`src/rtl/wp_pkg.sv`:
```
package wp_pkg;

    // Matching code table: index -> (address, data)
    localparam int NUM_CODES = 5;
    localparam int HIT_KEY1  = 0;   // 0xAA @ 0x5555
    localparam int HIT_KEY2  = 1;   // 0x55 @ 0x2AAA
    localparam int HIT_ARM   = 2;   // 0xA0 @ 0x5555
    localparam int HIT_OFF1  = 3;   // 0x80 @ 0x5555
    localparam int HIT_OFF2  = 4;   // 0x20 @ 0x5555

    localparam logic [14:0] CODE_ADDR [NUM_CODES] =
        '{15'h5555, 15'h2AAA, 15'h5555, 15'h5555, 15'h5555};
    localparam logic [7:0]  CODE_DATA [NUM_CODES] =
        '{8'hAA, 8'h55, 8'hA0, 8'h80, 8'h20};

    typedef enum logic [3:0] {
        SQ_IDLE,     // no byte yet in this load period
        SQ_K1,       // first key byte seen
        SQ_K2,       // second key byte seen
        SQ_R3,       // release step 3 seen
        SQ_R4,       // release step 4 seen
        SQ_R5,       // release step 5 seen
        SQ_OPEN,     // code complete, data bytes pass
        SQ_PLAIN,    // ordinary load, unprotected
        SQ_LOCKED    // ordinary load, protected: bytes dropped
    } seq_e;

    typedef enum logic [1:0] {
        PD_NONE,
        PD_SET,
        PD_CLR
    } pend_e;

endpackage

```
`src/rtl/wp_cmd_match.sv`:
```
module wp_cmd_match
    import wp_pkg::*;
#(
    parameter int ADDR_W = 15,
    parameter int DATA_W = 8
) (
    input  logic [ADDR_W-1:0]    addr,
    input  logic [DATA_W-1:0]    data,
    output logic [NUM_CODES-1:0] hit
);

    for (genvar k = 0; k < NUM_CODES; k++) begin : g_code
        assign hit[k] = (addr == ADDR_W'(CODE_ADDR[k])) &&
                        (data == DATA_W'(CODE_DATA[k]));
    end

endmodule

```
`src/rtl/wp_gap_timer.sv`:
```
module wp_gap_timer #(
    parameter int LIMIT = 1500
) (
    input  logic clk,
    input  logic rst_n,
    input  logic kick,
    output logic expire
);

    localparam int CW = $clog2(LIMIT + 1);

    typedef struct packed {
        logic          armed;
        logic [CW-1:0] cnt;
    } gap_t;

    gap_t st_q, st_d;

    assign expire = st_q.armed && !kick && (st_q.cnt == CW'(LIMIT - 1));

    always_comb begin
        st_d = st_q;
        if (kick) begin
            st_d.armed = 1'b1;
            st_d.cnt   = '0;
        end else if (expire) begin
            st_d.armed = 1'b0;
            st_d.cnt   = '0;
        end else if (st_q.armed) begin
            st_d.cnt   = st_q.cnt + 1'b1;
        end
    end

    always_ff @(posedge clk or negedge rst_n) begin
        if (!rst_n) st_q <= '0;
        else        st_q <= st_d;
    end

endmodule

```
`src/rtl/wp_busy_timer.sv`:
```
module wp_busy_timer #(
    parameter int LIMIT = 50000
) (
    input  logic clk,
    input  logic rst_n,
    input  logic start,
    output logic busy,
    output logic done
);

    localparam int CW = $clog2(LIMIT + 1);

    typedef struct packed {
        logic          busy;
        logic [CW-1:0] cnt;
    } bz_t;

    bz_t st_q, st_d;

    assign busy = st_q.busy;
    assign done = st_q.busy && (st_q.cnt == '0);

    always_comb begin
        st_d = st_q;
        if (start) begin
            st_d.busy = 1'b1;
            st_d.cnt  = CW'(LIMIT - 1);
        end else if (done) begin
            st_d.busy = 1'b0;
        end else if (st_q.busy) begin
            st_d.cnt  = st_q.cnt - 1'b1;
        end
    end

    always_ff @(posedge clk or negedge rst_n) begin
        if (!rst_n) st_q <= '0;
        else        st_q <= st_d;
    end

endmodule

```
`src/rtl/wp_seq_guard.sv`:
```
module wp_seq_guard
    import wp_pkg::*;
#(
    parameter int ADDR_W        = 15,
    parameter int DATA_W        = 8,
    parameter int BLC_CYCLES    = 1500,
    parameter int WC_CYCLES     = 50000,
    parameter bit PROT_AT_RESET = 1'b0
) (
    input  logic              clk,
    input  logic              rst_n,
    input  logic              wr_stb,
    input  logic [ADDR_W-1:0] wr_addr,
    input  logic [DATA_W-1:0] wr_data,
    output logic              pass_vld,
    output logic [ADDR_W-1:0] pass_addr,
    output logic [DATA_W-1:0] pass_data,
    output logic              prog_start,
    output logic              busy,
    output logic              prot
);

    typedef struct packed {
        seq_e              seq;
        pend_e             pend;
        logic              passed;
        logic              prot;
        logic              pass_vld;
        logic [ADDR_W-1:0] pass_addr;
        logic [DATA_W-1:0] pass_data;
        logic              prog_start;
    } guard_t;

    guard_t st_q, st_d;

    logic [NUM_CODES-1:0] hit;
    logic                 take;
    logic                 gap_end;
    logic                 wc_busy;
    logic                 wc_done;
    logic                 to_plain;
    logic                 fwd;

    assign take = wr_stb && !wc_busy;

    wp_cmd_match #(.ADDR_W(ADDR_W), .DATA_W(DATA_W)) i_match (
        .addr (wr_addr),
        .data (wr_data),
        .hit  (hit)
    );

    wp_gap_timer #(.LIMIT(BLC_CYCLES)) i_gap (
        .clk    (clk),
        .rst_n  (rst_n),
        .kick   (take),
        .expire (gap_end)
    );

    wp_busy_timer #(.LIMIT(WC_CYCLES)) i_busy (
        .clk   (clk),
        .rst_n (rst_n),
        .start (st_d.prog_start),
        .busy  (wc_busy),
        .done  (wc_done)
    );

    always_comb begin
        st_d            = st_q;
        st_d.pass_vld   = 1'b0;
        st_d.prog_start = 1'b0;
        to_plain        = 1'b0;
        fwd             = 1'b0;

        // Apply a pending protection change as the programming cycle ends.
        if (wc_done) begin
            unique case (st_q.pend)
                PD_SET:  st_d.prot = 1'b1;
                PD_CLR:  st_d.prot = 1'b0;
                default: st_d.prot = st_q.prot;
            endcase
            st_d.pend = PD_NONE;
        end

        if (take) begin
            unique case (st_q.seq)
                SQ_IDLE: begin
                    if (hit[HIT_KEY1]) st_d.seq = SQ_K1;
                    else               to_plain = 1'b1;
                end
                SQ_K1: begin
                    if (hit[HIT_KEY2]) st_d.seq = SQ_K2;
                    else               to_plain = 1'b1;
                end
                SQ_K2: begin
                    if (hit[HIT_ARM]) begin
                        st_d.seq  = SQ_OPEN;
                        st_d.pend = PD_SET;
                    end else if (hit[HIT_OFF1]) begin
                        st_d.seq  = SQ_R3;
                    end else begin
                        to_plain  = 1'b1;
                    end
                end
                SQ_R3: begin
                    if (hit[HIT_KEY1]) st_d.seq = SQ_R4;
                    else               to_plain = 1'b1;
                end
                SQ_R4: begin
                    if (hit[HIT_KEY2]) st_d.seq = SQ_R5;
                    else               to_plain = 1'b1;
                end
                SQ_R5: begin
                    if (hit[HIT_OFF2]) begin
                        st_d.seq  = SQ_OPEN;
                        st_d.pend = PD_CLR;
                    end else begin
                        to_plain  = 1'b1;
                    end
                end
                SQ_OPEN, SQ_PLAIN: fwd = 1'b1;
                default:           fwd = 1'b0;   // SQ_LOCKED drops bytes
            endcase

            if (to_plain) begin
                if (st_q.prot) begin
                    st_d.seq = SQ_LOCKED;
                end else begin
                    st_d.seq = SQ_PLAIN;
                    fwd      = 1'b1;
                end
            end

            if (fwd) begin
                st_d.pass_vld  = 1'b1;
                st_d.pass_addr = wr_addr;
                st_d.pass_data = wr_data;
                st_d.passed    = 1'b1;
            end
        end

        // Close the load period and decide on a programming cycle.
        if (gap_end) begin
            st_d.prog_start = st_q.prot || st_q.passed || (st_q.pend != PD_NONE);
            st_d.seq        = SQ_IDLE;
            st_d.passed     = 1'b0;
        end
    end

    always_ff @(posedge clk or negedge rst_n) begin
        if (!rst_n) begin
            st_q      <= '0;
            st_q.seq  <= SQ_IDLE;
            st_q.pend <= PD_NONE;
            st_q.prot <= PROT_AT_RESET;
        end else begin
            st_q      <= st_d;
        end
    end

    assign pass_vld   = st_q.pass_vld;
    assign pass_addr  = st_q.pass_addr;
    assign pass_data  = st_q.pass_data;
    assign prog_start = st_q.prog_start;
    assign busy       = wc_busy;
    assign prot       = st_q.prot;

endmodule

```
`config.mk`:
```
export PLATFORM = sky130hd
export DESIGN_NAME = wp_seq_guard
export DESIGN_NICKNAME = d
export VERILOG_FILES = /design/src/rtl/wp_pkg.sv /design/src/rtl/wp_cmd_match.sv /design/src/rtl/wp_gap_timer.sv /design/src/rtl/wp_busy_timer.sv /design/src/rtl/wp_seq_guard.sv
export SDC_FILE = /design/constraint.sdc
export NUM_CORES = 1
export LEC_CHECK = 0
export ABC_CLOCK_PERIOD_IN_PS = 7400
export BUFFER_PORTS_ARGS = -buffer_cell sky130_fd_sc_hd__clkbuf_2
export CAP_MARGIN = 20
export CORE_MARGIN = 2
export CORE_UTILIZATION = 45
export CTS_CLUSTER_DIAMETER = 30
export DETAILED_ROUTE_END_ITERATION = 10
export PLACE_DENSITY_LB_ADDON = 0.15
export RECOVER_POWER = 100
export SKIP_CTS_REPAIR_TIMING = 1
export SYNTH_ARGS = -nofsm -noshare
export SYNTH_HDL_FRONTEND = slang
export SYNTH_SLANG_ARGS = --single-unit
```
`constraint.sdc`:
```
create_clock -name clk -period 7.4 [get_ports clk]
set_input_delay 0.37 -clock clk [delete_from_list [all_inputs] [get_ports clk]]
set_output_delay 0.37 -clock clk [all_outputs]
set_load 0.1 [all_outputs]
```
==> results of run 1 <==
==> power by group <==
group          internal (mW)  switching, mW
clock network          0.174          0.127
logic                 0.0150         0.0220
registers              0.347         0.0134
total                  0.536          0.163
==> logic make-up after synthesis <==
| family | Yosys count | synth area share (%) |
|---|---|---|
| AND/OR/NAND/NOR | 130 | 21.20 |
| multiplexers | 23 | 9.574 |
| adder cells (fa/ha/maj) | 4 | 1.467 |
| AO/OA/AOI/OAI | 45 | 8.951 |
| XOR/XNOR | 17 | 4.366 |
| flip-flops | 62 | 45.49 |
| buffers and inverters | 41 | 8.951 |
==> layout by cell type, fill, tap and decap left out, drive strengths merged, types with 2 or more instances in the layout <==
cell type	count
or4bb	3
dfrtp	62
nor4bb	2
xor2	9
nor2	27
nand3	12
nor4	4
a22o	5
and2b	2
or4b	2
nor4b	4
nor2b	2
and3	4
nand2	33
nand3b	4
o211ai	2
a21oi	7
nand2b	3
ha	4
clkbuf	67
nand4b	3
mux2	23
nor3	8
nor3b	2
a31oi	3
o21ai	22
nand4	7
inv	10
xnor2	8
or4	3
==> path summary, 6_finish.rpt <==
path	slack, ps	end	start
worst min-delay path	280	pass_addr[9]	wr_addr[9]
worst max register to register	4170	i_busy.st_q[15]	i_busy.st_q[5]
min in group asynchronous	1180	pass_addr[1]	rst_n
worst max-delay path	4170	i_busy.st_q[15]	i_busy.st_q[5]
max in group asynchronous	4390	i_gap.st_q[8]	rst_n
worst min register to register	490	st_q[26]	st_q[26]
==> stage by stage <==
| stage | cells | power [mW] | area [sq um] | hold WS (ps) | worst slack, ps |
|---|---|---|---|---|---|
| 3_3_place_gp | 444 | 0.4044 | 3542 | 465.3 | 4054 |
| 6_report | 461 | 0.6988 | 3618 | 278.9 | 4170 |
| 5_1_grt | 461 | 0.7342 | 3618 | 272.3 | 3604 |
| 3_5_place_dp | 445 | 0.4054 | 3552 | 476.6 | 3994 |
| 2_1_floorplan | 322 | 0.3809 | 3411 | 74.41 | 4672 |
| 4_1_cts | 461 | 0.7115 | 3754 | 220.3 | 4356 |
==> per-layer routing <==
layer  wire length, um  track usage (%)  vias up
met2              2950            25.93       57
met1              3392            25.12     1148
met5                 0                0        -
li1                  -                -     1196
met4                97            8.081        0
met3               277            4.149       10
==> worst max-delay path: cells and delay by family (launching register included) <==
| family | cells | cell delay [ps] |
|---|---|---|
| and+or+nand+nor | 5 | 1390 |
| AOI/OAI and AO/OA | 1 | 910 |
| DFF | 1 | 390 |
| buffers and inverters | 1 | 240 |
| xor gates and xnor gates | 1 | 150 |
==> state kept, by name (all words and copies together) (netlist names) <==
signal / count
prot: 1
pass_data: 8
pass_addr: 15
i_gap.st_q: 12
pass_vld: 1
i_busy.st_q: 16
i_busy.busy: 1
prog_start: 1
st_q: 7
==> area by class of cell <==
class                   instances  area (sq um)  area share, %
repair buffers                 55         240.2          6.639
flip-flops and latches         62          1551          42.88
well taps                      99         123.9          3.423
clock buffers                  13         158.9          4.391
inverters                      10         37.54          1.037
clock inverters                 3         42.54          1.176
multi-input cells             219          1464          40.46
==> summary.md, run 1 <==
| Metric | Value |
|---|---|
| Status | `finished with violations` |
| Violated checks | `max-capacitance violations, max-slew violations` |
| Achievable frequency | `309.6 MHz` |
| Clock insertion delay at the later pin of the skew report | `330 ps` |
| Area Overhead vs Synth | `6.090%` |
| Sum of routed wire length over all layers | `6717 um` |
| Sequential cell area fraction in the yosys report | `45.49%` |
| Average wire length per cell after detail routing | `14.57 um` |
| Router iterations before antenna repair | `6` |
| DIE HEIGHT | `91.06 um` |
| Post-synthesis instance area | `3411 sq um` |
| Detailed-route via count | `2,411` |
| I/O Buffers | `52` |
| Max cap viols | `1` |
| Clock slew at the register clock pins of the worst setup and hold paths | `70 ps` |
| Setup repair after global routing missed its margin | `no` |
| Largest cells by area after synthesis | `dfrtp_1, mux2_4, buf_4` |
| Fraction of synthesized cell area taken by the top area cell type | `45.49%` |
| Worst-path maximum fanout | `8` |
| DPL Wire Length | `4773 um` |
| Share of the clock period used by the worst path | `43.65%` |
| Total Nets Final | `387` |
| First-pass GRT wire length | `11,770 um` |
| Total negative slack | `0 ps` |
| Final period demand of the worst path | `3230 ps` |
| Count of antenna-violating nets left after detailed routing | `0` |
| Starting Density | `46.77%` |
| Total die area | `8292 sq um` |
| H-tree levels | `3` |
| Number of antenna violations at the first check in global routing | `0` |
| Slew at the pin closest to its max-slew limit | `3197 ps` |
| Cell Rows | `31` |
| Count leader, synth | `dfrtp_1` |
| Die outline width | `91.06 um` |
| Type of the most critical hold path | `in2reg` |
| Number of remaining DRC errors | `0` |
| Average footprint of a synthesized cell | `10.59 sq um` |
| Cts bufs inserted | `9` |
| Routability congestion estimate | `0.8033` |
| Delay contributed by the slowest stage of the critical path | `910 ps` |
| Depth of the worst hold-timing path | `2` |
| Top post-synthesis cells by count | `dfrtp_1, nand2_1, nor2_1, buf_4, o21ai_0` |
| Routed vias/inst | `5.230` |
| Via count of the first global-routing pass | `2,441` |
| Synth async-reset ratio | `100.0%` |
| Maximum number of pins on one net before global-route repair | `63` |
| Post-layout utilization of the core | `49.62%` |
| Residual overflow from global routing | `0` |
| Fraction of final layout cells with drive strength greater than 1 | `14.92%` |
| Synthesized net count | `352` |
| Max Transition Viols Final | `63` |
| Peak supply drop | `0.00008660 V` |
| Antenna Diode Count | `0` |
| Worst setup path category | `reg2reg` |
| Starting DRT DRC Count | `127` |
| Layout Skew | `4.577 ps` |
| Most used cell, CP | `or4_1` |
| Required time worst endpoint | `7590 ps` |
| Number of sinks on the clock net | `62` |
| Mapped Cells | `322` |
| Number of setup violations in the final report | `0` |
| Global Route Usage Sum | `17.77%` |
| Boundary pin count | `53` |
| Startpoint type of the worst setup path | `flip-flop` |
| Normalized max-slew margin | `-113.2%` |
| Top cell type by total area after synthesis | `dfrtp_1` |
| Cell count of the worst reg-to-reg path | `8` |
| Root buf cell | `clkbuf_8` |
| Leakage | `1.530 nW` |
| Final hold vios | `0` |
| Synth cell types | `51` |
| Arrival time of the worst setup path | `3420 ps` |
| Seq cells post-synth | `62` |
| Number of fill cells | `730` |
| Highest-delay cell along the critical path | `o31ai_1` |
| Leading register cell type out of synthesis | `dfrtp_1` |
| Number of flops mapped to enable cells by yosys | `0` |
| Critical Path, Cell by Cell | `or4_1 -> or4_1 -> o31ai_1 -> nor4_1 -> clkbuf_1 -> nand3_1 -> xor2_1 -> nand2_1` |
| Pwr per Cell Area | `193.1 nW/um^2` |
| Yosys warning total | `0` |
| Endpoint type of the worst setup path | `flip-flop` |
| Number of buffers on the longest clock path | `2` |
| Clock tree from TritonCTS | `built` |
| Total core area | `7292 sq um` |
No activity file was read; power rests on OpenSTA's default activity.
==> run 2, diff against run 1 <==
--- a/config.mk
+++ b/config.mk
@@ -5,7 +5,7 @@
 export SDC_FILE = /design/constraint.sdc
 export NUM_CORES = 1
 export LEC_CHECK = 0
-export ABC_CLOCK_PERIOD_IN_PS = 7400
+export ABC_CLOCK_PERIOD_IN_PS = 3300
 export BUFFER_PORTS_ARGS = -buffer_cell sky130_fd_sc_hd__clkbuf_2
 export CAP_MARGIN = 20
 export CORE_MARGIN = 2
==> constraint.sdc (replaced) <==
create_clock -name clk -period 3.3 [get_ports clk]
set_input_delay 0.165 -clock clk [delete_from_list [all_inputs] [get_ports clk]]
set_output_delay 0.165 -clock clk [all_outputs]
set_load 0.1 [all_outputs]
==> summary.md, run 2 (synthesis results as in run 1) <==
| Metric | Value |
|---|---|
| Status | `completed` |
| Type of the most critical hold path | `in2reg` |
| Max cap viols | `0 (-1)` |
| Leakage | `1.554 nW (+1.6%)` |
| Max Transition Viols Final | `0 (-100%)` |
| Endpoint type of the worst setup path | `flip-flop` |
| Routed vias/inst | `5.241 (+0.22%)` |
| Largest register by flop count | `i_busy.st_q` |
| Total core area | `7292 sq um (unchanged)` |
| Global Route Usage Sum | `17.65% (-0.12 points)` |
| Starting Density | `46.77% (unchanged)` |
| Cell Rows | `31 (unchanged)` |
| Worst-case hold slack | `75.62 ps (-203.3 ps)` |
| Number of sinks on the clock net | `62 (unchanged)` |
| Slew at the pin closest to its max-slew limit | `1222 ps (-1976 ps)` |
| Clock tree from TritonCTS | `built` |
| Root buf cell | `clkbuf_8` |
| Detailed-route via count | `2,432 (+0.87%)` |
| Worst-path maximum fanout | `4 (-4)` |
| DIE HEIGHT | `91.06 um (unchanged)` |
| H-tree levels | `3 (unchanged)` |
| Normalized max-slew margin | `18.57% (+130 points)` |
| Number of antenna violations at the first check in global routing | `0 (unchanged)` |
| Clock power frac | `39.9% (-3.2 points)` |
| Number of remaining DRC errors | `0 (unchanged)` |
| Final period demand of the worst path | `2839 ps (-391.2 ps)` |
| Post-layout utilization of the core | `49.78% (+0.15 points)` |
| Required time worst endpoint | `3490 ps (-4100 ps)` |
| Total negative slack | `0 ps (unchanged)` |
| Leading cell type in the layout, fill and taps excluded | `dfrtp_1` |
| Maximum number of pins on one net before global-route repair | `42 (-33%)` |
| Part of the total power dissipated in sequential elements | `54.3% (+2.7 points)` |
| Total die area | `8292 sq um (unchanged)` |
| Max FFs per register | `16 (unchanged)` |
| Sum of routed wire length over all layers | `6769 um (+0.77%)` |
| Highest-count cells in the layout ignoring fill and taps | `dfrtp_1, nand2_1, clkbuf_1` |
| Boundary pin count | `53 (unchanged)` |
| Total Nets Final | `392 (+1.3%)` |
| Comb power frac | `5.8% (+0.5 points)` |
| Layout Skew | `6.589 ps (+2.012 ps)` |
| Fraction of final layout cells with drive strength greater than 1 | `14.79% (-0.12 points)` |
| First-pass GRT wire length | `11,600 um (-1.5%)` |
| Share of the clock period used by the worst path | `86.02% (+42 points)` |
| Net switching share of the total power | `23.45% (+0.14 points)` |
| Worst setup path category | `reg2reg` |
| Achievable frequency | `352.3 MHz (+14%)` |
| Die outline width | `91.06 um (unchanged)` |
| Via count of the first global-routing pass | `2,410 (-1.3%)` |
| Area Overhead vs Synth | `6.420%` |
| Routability congestion estimate | `0.7879 (-1.9%)` |
| Startpoint type of the worst setup path | `flip-flop` |
| Router iterations before antenna repair | `4 (-2)` |
| Peak supply drop | `0.0002674 V (+210%)` |
| Number of setup violations in the final report | `0 (unchanged)` |
| Total net switching power | `0.3489 mW (+110%)` |
| Final hold vios | `0 (unchanged)` |
| I/O Buffers | `52 (unchanged)` |
| Cts bufs inserted | `9 (unchanged)` |
| Starting DRT DRC Count | `79 (-38%)` |
| Count of antenna-violating nets left after detailed routing | `0 (unchanged)` |
| Number of buffers on the longest clock path | `2 (unchanged)` |
| Setup repair after global routing missed its margin | `no` |
| DPL Wire Length | `4776 um (about the same)` |
| Residual overflow from global routing | `0 (unchanged)` |
| Antenna Diode Count | `0 (unchanged)` |
| Internal power | `1.139 mW (+110%)` |
| Pwr per Cell Area | `409.8 nW/um^2 (+110%)` |
| Clock insertion delay at the later pin of the skew report | `330 ps (about the same)` |
| Clock slew at the register clock pins of the worst setup and hold paths | `70 ps (about the same)` |
| Arrival time of the worst setup path | `3030 ps (-390 ps)` |
| Average wire length per cell after detail routing | `14.59 um (+0.12%)` |
-- run 2: layer usage --
| metal | vias up | routed length, um | GRT usage (%) |
|---|---|---|---|
| met1 | 1167 | 3447 | 24.46 |
| met2 | 48 | 2897 | 26.23 |
| li1 | 1206 | - | - |
| met3 | 11 | 300 | 4.647 |
| met4 | 0 | 122 | 7.323 |
| met5 | - | 0 | 0 |
-- run 2: worst paths after layout --
| path | from | to | slack (ps) | cells after the start |
|---|---|---|---|---|
| min in group asynchronous | rst_n | pass_addr[2] | 530 | 2 |
| worst min-delay path | wr_addr[9] | pass_addr[9] | 80 | 2 |
| worst max-delay path | i_busy.st_q[5] | i_busy.st_q[15] | 460 | 8 |
| worst min register to register | st_q[26] | st_q[26] | 480 | 2 |
| max in group asynchronous | rst_n | pass_data[7] | 800 | 4 |
| worst max register to register | i_busy.st_q[5] | i_busy.st_q[15] | 460 | 8 |
-- run 2: through the flow --
step                setup slack, ps  total power [mW]  instances  area [sq um]
finish                        461.4             1.487        464          3630
global route                  258.7             1.563        464          3630
CTS                           755.6             1.514        461          3751
detailed placement            530.8            0.9092        447          3577
global placement              586.3            0.9079        447          3577
floorplan                     777.0            0.8541        322          3411
-- run 2: power by group through the flow --
stage	Clock (mW)	Combinational (mW)	Sequential, mW
floorplan	0	0.0397	0.814
global placement	0	0.0868	0.821
detailed placement	0	0.0879	0.821
CTS	0.618	0.0886	0.807
global route	0.650	0.100	0.812
finish	0.593	0.0860	0.808
-- run 2: worst max-delay path, cell delays in order (launching register included) --
cell and delay (ps):
dfrtp_1 390, or4_1 600, or4_1 440, o31ai_1 520
nor4_1 210, clkbuf_2 200, nand3_1 110, xor2_1 160
nand2_1 70
-- run 2: area by class of cell --
class | instances | area, sq um
multi-input combinational | 219 | 1460
clock buffer | 13 | 168.9
timing repair buffer | 60 | 282.8
sequential | 62 | 1551
tap | 99 | 123.9
inverter | 10 | 37.54
fill | 729 | 3662
clock inverter | 1 | 5.005
==> run 3, diff against run 2 <==
--- a/config.mk
+++ b/config.mk
@@ -12,6 +12,7 @@
 export CORE_UTILIZATION = 45
 export CTS_CLUSTER_DIAMETER = 30
 export DETAILED_ROUTE_END_ITERATION = 10
+export MAX_ROUTING_LAYER = met4
 export PLACE_DENSITY_LB_ADDON = 0.15
 export RECOVER_POWER = 100
 export SKIP_CTS_REPAIR_TIMING = 1
==> summary.md, run 3 (synthesis results as in run 1) <==
| Metric | Value |
|---|---|
| Status | `completed` |
| Worst setup path category | `reg2reg` |
| Number of buffers on the longest clock path | `2 (unchanged)` |
| Total core area | `7292 sq um (unchanged)` |
| Boundary pin count | `53 (unchanged)` |
| Router iterations before antenna repair | `4 (unchanged)` |
| Max cap viols | `0 (unchanged)` |
| Root buf cell | `clkbuf_8` |
| Clock tree from TritonCTS | `built` |
| Depth of the worst hold-timing path | `2 (unchanged)` |
| Number of remaining DRC errors | `0 (unchanged)` |
| Critical hold path startpoint | `wr_addr[9]` |
| Starting Density | `46.77% (unchanged)` |
| Sum of routed wire length over all layers | `6749 um (-0.30%)` |
| H-tree levels | `3 (unchanged)` |
| Highest-count cells in the layout ignoring fill and taps | `dfrtp_1, nand2_1, clkbuf_1` |
| Type of the most critical hold path | `in2reg` |
| Largest register by flop count | `i_busy.st_q` |
| DIE HEIGHT | `91.06 um (unchanged)` |
| Cell count of the worst reg-to-reg path | `8 (unchanged)` |
| Total negative slack | `0 ps (unchanged)` |
| FF-to-FF Start | `i_busy.st_q[5]` |
| Number of setup violations in the final report | `0 (unchanged)` |
| Clock slew at the register clock pins of the worst setup and hold paths | `70 ps (about the same)` |
| Cts bufs inserted | `9 (unchanged)` |
| Leading cell type in the layout, fill and taps excluded | `dfrtp_1` |
| Total cell area at the placement stage | `3577 sq um (unchanged)` |
| Die outline width | `91.06 um (unchanged)` |
| Number of antenna violations at the first check in global routing | `0 (unchanged)` |
| Residual overflow from global routing | `0 (unchanged)` |
| Startpoint type of the worst setup path | `flip-flop` |
| Detailed-route via count | `2,428 (-0.16%)` |
| Starting DRT DRC Count | `62 (-22%)` |
| Fraction of final layout cells with drive strength greater than 1 | `14.79% (unchanged)` |
| Routed vias/inst | `5.233 (-0.16%)` |
| Routability congestion estimate | `0.7989 (+1.4%)` |
| Antenna Diode Count | `0 (unchanged)` |
| Achievable frequency | `352.4 MHz (about the same)` |
| Worst hold endpoint | `pass_addr[9]` |
| Via count of the first global-routing pass | `2,409 (-0.041%)` |
| Normalized max-slew margin | `18.72% (+0.16 points)` |
| Final hold vios | `0 (unchanged)` |
| Total Nets Final | `392 (unchanged)` |
| Global Route Usage Sum | `18.15% (+0.50 points)` |
| Pwr per Cell Area | `409.7 nW/um^2 (about the same)` |
| Peak supply drop | `0.0002672 V (about the same)` |
| First-pass GRT wire length | `11,610 um (about the same)` |
| Clock insertion delay at the later pin of the skew report | `330 ps (about the same)` |
| Worst-path maximum fanout | `4 (unchanged)` |
| Max Transition Viols Final | `0 (unchanged)` |
| FF-to-FF End | `i_busy.st_q[15]` |
| DPL Wire Length | `4776 um (unchanged)` |
| Required time worst endpoint | `3490 ps (about the same)` |
| Arrival time of the worst setup path | `3030 ps (about the same)` |
| Total die area | `8292 sq um (unchanged)` |
| Endpoint type of the worst setup path | `flip-flop` |
| Area Overhead vs Synth | `6.420% (unchanged)` |
| Final instance area | `3630 sq um (unchanged)` |
| Maximum number of pins on one net before global-route repair | `42 (unchanged)` |
| Max FFs per register | `16 (unchanged)` |
| Average wire length per cell after detail routing | `14.55 um (-0.30%)` |
| Number of sinks on the clock net | `62 (unchanged)` |
| Leakage | `1.554 nW (unchanged)` |
| I/O Buffers | `52 (unchanged)` |
| Layout Skew | `6.716 ps (+0.1271 ps)` |
| Share of the clock period used by the worst path | `86.00% (about the same)` |
| Minimum setup slack among reg-to-reg paths | `460 ps (about the same)` |
| Count of antenna-violating nets left after detailed routing | `0 (unchanged)` |
| Number of fill cells | `729 (unchanged)` |
| Cell Rows | `31 (unchanged)` |
| Setup repair after global routing missed its margin | `no` |
| Slew at the pin closest to its max-slew limit | `1219 ps (-2.370 ps)` |
| Final period demand of the worst path | `2838 ps (-0.6150 ps)` |
==> run 3: cell counts in the layout (fill, tap and decap cells not counted) <==
No cell type changed its count.
==> run 3: how the worst max path moves through the flow <==
stage	start	to	slack, ps	cells past startpoint
floorplan	wr_addr[1]	pass_addr[0]	780	8
global placement	wr_addr[1]	pass_data[7]	590	9
detailed placement	wr_addr[1]	pass_data[7]	530	9
CTS	i_busy.st_q[5]	i_busy.st_q[15]	760	7
global route	i_busy.st_q[5]	i_busy.st_q[15]	260	8
finish	i_busy.st_q[5]	i_busy.st_q[15]	460	8
==> run 3: cell type report <==
cell class	instances	area, sq um	share of cell area, %
Inverter	10	37.54	1.034
Tap cell	99	123.9	3.413
Sequential cell	62	1551	42.74
Clock inverter	1	5.005	0.1379
Timing Repair Buffer	60	282.8	7.790
Clock buffer	13	168.9	4.654
Multi-Input combinational cell	219	1460	40.23
==> run 3: where the power goes <==
group          total [mW]  leakage, nW  switching, mW  internal (mW)
registers           0.808        0.787         0.0293          0.779
logic              0.0860        0.676         0.0509         0.0350
clock network       0.593       0.0914          0.268          0.325
==> run 3: critical path, cell delays in order (launching register included) <==
cell	delay (ps)
dfrtp_1	390
or4_1	600
or4_1	430
o31ai_1	520
nor4_1	210
clkbuf_2	200
nand3_1	110
xor2_1	160
nand2_1	70
==> run 3: metal layers <==
layer	wire, um	part of all wire [%]	GRT usage (%)
met5	0	0	-
met3	284	4.2	4.481
met4	122	1.8	7.323
met1	3452	51	24.57
met2	2889	43	26.23
==> run 3: through the flow <==
stage | power (mW) | setup slack [ps] | hold slack (ps) | instances | utilization [%]
2_1_floorplan | 0.8541 | 777.0 | -130.6 | 322 | -
3_3_place_gp | 0.9079 | 586.3 | 391.7 | 447 | 49.06
3_5_place_dp | 0.9092 | 530.8 | 401.5 | 447 | 49.06
4_1_cts | 1.514 | 755.6 | 36.39 | 461 | 51.44
5_1_grt | 1.563 | 258.7 | 75.85 | 464 | 49.78
6_report | 1.487 | 462.0 | 75.76 | 464 | 49.78
